==> config.mk <==
export PLATFORM = sky130hd
export DESIGN_NAME = ctmr_core
export DESIGN_NICKNAME = d
export VERILOG_FILES = /design/src/rtl/ctmr_pkg.sv /design/src/rtl/ctmr_chain.sv /design/src/rtl/ctmr_poweron.sv /design/src/rtl/ctmr_ovf.sv /design/src/rtl/ctmr_core.sv
export SDC_FILE = /design/constraint.sdc
export NUM_CORES = 1
export LEC_CHECK = 0
export ABC_AREA = 1
export ABC_CLOCK_PERIOD_IN_PS = 1400
export BUFFER_PORTS_ARGS = -buffer_cell sky130_fd_sc_hd__buf_2
export CAP_MARGIN = 25
export CORE_UTILIZATION = 55
export CTS_BUF_LIST = sky130_fd_sc_hd__clkbuf_4
export DETAILED_ROUTE_END_ITERATION = 8
export HOLD_SLACK_MARGIN = 0.15
export PLACE_DENSITY_LB_ADDON = 0.25
export SYNTH_ARGS = -nofsm -noshare
export SYNTH_HDL_FRONTEND = slang
export SYNTH_SLANG_ARGS = --single-unit
export TNS_END_PERCENT = 50
==> constraint.sdc <==
create_clock -name clk -period 1.4 [get_ports clk]
set_input_delay 0.28 -clock clk [delete_from_list [all_inputs] [get_ports clk]]
set_output_delay 0.28 -clock clk [all_outputs]
set_load 0.02 [all_outputs]
==> src/rtl/ctmr_pkg.sv <==
package ctmr_pkg;
  typedef enum logic {
    PH_HOLD = 1'b0,
    PH_RUN  = 1'b1
  } ctmr_phase_e;
endpackage

==> src/rtl/ctmr_chain.sv <==
module ctmr_chain #(
  parameter int CHAIN_W = 12
) (
  input  logic               clk,
  input  logic               clr,
  output logic [CHAIN_W-1:0] value
);
  always_ff @(posedge clk) begin
    if (clr) value <= '0;
    else     value <= value + 1'b1;
  end
endmodule

==> src/rtl/ctmr_poweron.sv <==
module ctmr_poweron
  import ctmr_pkg::*;
#(
  parameter int CHAIN_W   = 12,
  parameter int DLY_SHORT = 16,
  parameter int DLY_LONG  = 4064
) (
  input  logic               clk,
  input  logic               por,
  input  logic               dly_long,
  input  logic [CHAIN_W-1:0] chain,
  output logic               release_now,
  output logic               held
);
  localparam logic [CHAIN_W-1:0] LAST_SHORT = CHAIN_W'(DLY_SHORT - 1);
  localparam logic [CHAIN_W-1:0] LAST_LONG  = CHAIN_W'(DLY_LONG - 1);

  ctmr_phase_e        phase;
  logic               sel_q;
  logic [CHAIN_W-1:0] last_cnt;

  // Delay choice is latched only during power-on.
  always_ff @(posedge clk) begin
    if (por) sel_q <= dly_long;
  end

  assign last_cnt    = sel_q ? LAST_LONG : LAST_SHORT;
  assign release_now = (phase == PH_HOLD) && !por && (chain == last_cnt);
  assign held        = (phase == PH_HOLD);

  always_ff @(posedge clk) begin
    if (por)              phase <= PH_HOLD;
    else if (release_now) phase <= PH_RUN;
  end
endmodule

==> src/rtl/ctmr_ovf.sv <==
module ctmr_ovf #(
  parameter int WRAP_BITS = 10
) (
  input  logic                 clk,
  input  logic                 por,
  input  logic                 held,
  input  logic [WRAP_BITS-1:0] low_bits,
  input  logic                 flag_clr,
  input  logic                 irq_en,
  output logic                 flag_q,
  output logic                 tick,
  output logic                 irq
);
  logic wrap;

  // The next edge takes the low bits from all ones to zero.
  assign wrap = !held && (&low_bits);

  always_ff @(posedge clk) begin
    if (por) begin
      tick   <= 1'b0;
      flag_q <= 1'b0;
    end else begin
      tick <= wrap;
      if (held)          flag_q <= 1'b0;
      else if (wrap)     flag_q <= 1'b1;
      else if (flag_clr) flag_q <= 1'b0;
    end
  end

  assign irq = flag_q & irq_en;
endmodule

==> src/rtl/ctmr_core.sv <==
module ctmr_core #(
  parameter int COUNT_W   = 8,
  parameter int PRE_LOG2  = 2,
  parameter int CHAIN_W   = 12,
  parameter int DLY_SHORT = 16,
  parameter int DLY_LONG  = 4064
) (
  input  logic               clk,
  input  logic               por,
  input  logic               dly_long,
  input  logic               irq_en,
  input  logic               flag_clr,
  output logic               irq,
  output logic               rst_n_out,
  output logic [COUNT_W-1:0] count,
  output logic               wdt_tick
);
  localparam int WRAP_BITS = PRE_LOG2 + COUNT_W;

  logic [CHAIN_W-1:0] chain;
  logic               release_now;
  logic               held;
  logic               flag_q;
  logic               chain_clr;

  assign chain_clr = por | release_now;

  ctmr_chain #(.CHAIN_W(CHAIN_W)) u_chain (
    .clk   (clk),
    .clr   (chain_clr),
    .value (chain)
  );

  ctmr_poweron #(
    .CHAIN_W   (CHAIN_W),
    .DLY_SHORT (DLY_SHORT),
    .DLY_LONG  (DLY_LONG)
  ) u_por (
    .clk         (clk),
    .por         (por),
    .dly_long    (dly_long),
    .chain       (chain),
    .release_now (release_now),
    .held        (held)
  );

  ctmr_ovf #(.WRAP_BITS(WRAP_BITS)) u_ovf (
    .clk      (clk),
    .por      (por),
    .held     (held),
    .low_bits (chain[WRAP_BITS-1:0]),
    .flag_clr (flag_clr),
    .irq_en   (irq_en),
    .flag_q   (flag_q),
    .tick     (wdt_tick),
    .irq      (irq)
  );

  assign count     = chain[WRAP_BITS-1:PRE_LOG2];
  assign rst_n_out = !held;
endmodule

==> out/results.ini <==
[floorplan]
die-area_um2=1560
die_h_um=39.6
io_pins=16
initial_core_util=0.596
chipWidth_um=39.6
num_rows=13
core_area_um2=1300

[placement]
routabilityCongestion=0.774
io_buffers=15
dp_hpwl_um=928

[critical_path]
r2r_cells=6
worstPathArrival_ns=1.50
worstSetupPathType=flop to flop
critPathCaptureType=flop
worstPathRequired_ns=1.58
start_kind=flop
cp_max_fo=6

[grt]
grt_pass1_vias=468
grt_util_all_layers=0.183
grt_pass1_wl_mm=1.87
antenna_found_initial=0
grt_max_degree=13
gr-total-overflow=0

[clock_tree]
cts_tree=yes
clk_pin_slew_worst_paths_ns=0.09
worst_skew_pair.late_latency_ns=0.28
cts_htree_levels=1
cts_setup_buffers=0
cts.sinks=16
ctsRootBufferMaster=clkbuf_4
cts_buffers=3
clockBufferDepth=2

[layout]
syn2layout_area_growth_pct=14.2
antenna_cells=0
fin_util=0.681
nFillCells=109
fin_nets=124
layout-drive-gt1-share=0.231

[synthesis]
synth_edf_count=1
postSynthCellCount=106
syn_area_per_cell_um2=7.32
ys_seq_area_frac=0.426
synth.area.top_cells=dfxtp_1 39%, nand2_1 12%, nor2_1 10%, buf_4 7.7%, inv_1 6.3%
synth_common_cells=25 x nand2_1, 21 x nor2_1, 15 x dfxtp_1
ys_seq_elements=16
yosysTopAreaCell=dfxtp_1
synth_area_um2=776
yosysMostFrequentCell=nand2_1
ys.flop_type=dfxtp_1
syn-num-nets=112
ys_types=18
yosys_warnings=0
synthArstFlopShare=0
netlist.area_leader.share=0.387

[sta]
worst_slew_pin_slew_ns=0.308
setup_violations=0
rsz0062_at_grt=no
layout_min_cycle_time_ns=1.32
relSlewSlack=0.793
worst_hold_slack_ns=0.173
slew_violations=0
tns_ns=0
final-hold-violation-count=0
fmax_mhz=757
fin_crit_sh=0.944
fin_skew_ns=0.00166

[pwr]
leakage_uw=0.000398
finalPower_uw=760
ir_drop_mv=0.709
powerDensity_nw_per_um2=858

[routing]
vias_per_cell=4.87
drc_errors=0
antenna_left=0
vias=643
post_drt_wl_per_cell_um=9.87
finalWirelength_mm=1.30
first_pass_iters=4
dr.first_iter.drc_count=13

[hold_path]
worstHoldPathCells=1
min_path_type=input pin to flop

[status]
status=complete, no violations

[flow_run]
cap_violations=0

==> worst max-delay path: stages, from the launching register on <==
cell     delay [ns]
dfxtp_2        0.35
ha_2           0.22
nand3_4        0.12
nor3_4         0.21
nand3_4        0.12
nand2_4        0.14
nor2_1         0.05
==> path summary, 6_finish.rpt <==
path | from | end | slack (ns)
hold reg to reg | u_chain.value[0]$_SDFF_PP0_ | u_chain.value[0]$_SDFF_PP0_ | 0.43
hold / removal | dly_long | u_por.sel_q$_DFFE_PP_ | 0.17
setup reg to reg | u_chain.value[0]$_SDFF_PP0_ | u_chain.value[6]$_SDFF_PP0_ | 0.08
setup / recovery | u_chain.value[0]$_SDFF_PP0_ | u_chain.value[6]$_SDFF_PP0_ | 0.08
==> where the power goes <==
| part | switching (uW) | internal [uW] |
|---|---|---|
| combinational | 25.0 | 16.3 |
| clock | 137 | 103 |
| sequential | 8.16 | 470 |
==> metrics by stage <==
stage	area [um^2]	std cells	setup slack [ns]
CTS	830	131	0.0125
global route	886	132	0.0206
global placement	798	127	0.0461
detailed placement	798	127	-0.0141
floorplan	776	106	0.136
finish	886	132	0.0783
==> cells in the final DEF, fill, tap and decap left out, drive strengths merged <==
| cell type | count |
|---|---|
| nand3 | 5 |
| nor3 | 1 |
| o21ai | 1 |
| dfxtp | 15 |
| nand2 | 27 |
| clkinv | 1 |
| buf | 15 |
| nor2 | 23 |
| o21bai | 1 |
| inv | 13 |
| xnor2 | 2 |
| xor2 | 5 |
| edfxtp | 1 |
| ha | 1 |
| nand4 | 2 |
| a21oi | 1 |
| clkbuf | 3 |
==> registers in the layout, indices dropped and copies added, names as in the netlist <==
signal	cells
u_chain.value	12
u_ovf.flag_q	1
u_ovf.tick	1
u_por.phase	1
u_por.sel_q	1
==> cell families after synthesis <==
logic type / count (synthesis) / synth area share
AND/OR/NAND/NOR: 57 / 0.302
buffers and inverters: 22 / 0.155
flip-flops: 16 / 0.426
XOR/XNOR: 7 / 0.0790
AO/OA/AOI/OAI: 3 / 0.0226
adder cells (fa/ha/maj): 1 / 0.0161
==> cell type report <==
cell class | instances | area, um^2 | share of cell area
clock buffers | 3 | 22.5 | 0.0254
well taps | 15 | 18.8 | 0.0212
repair buffers | 15 | 75.1 | 0.0847
inverters | 13 | 48.8 | 0.0551
clock inverters | 1 | 3.75 | 0.00424
flip-flops and latches | 16 | 332 | 0.374
multi-input cells | 69 | 385 | 0.435
==> per-layer routing <==
layer  part of all wire  track usage
met1               0.49        0.232
met2               0.46        0.275
met3              0.031       0.0511
met4              0.024        0.103
met5                  0            0
==> repair_timing <==
action / 4_1_cts / 5_1_grt
setup endpoints to repair: 12 / 12
hold buffers: 0 / 0
pin swaps: 0 / 3
gates cloned: 0 / 1
resized for setup: 1 / 10
Power figures use the tool's default switching activity.
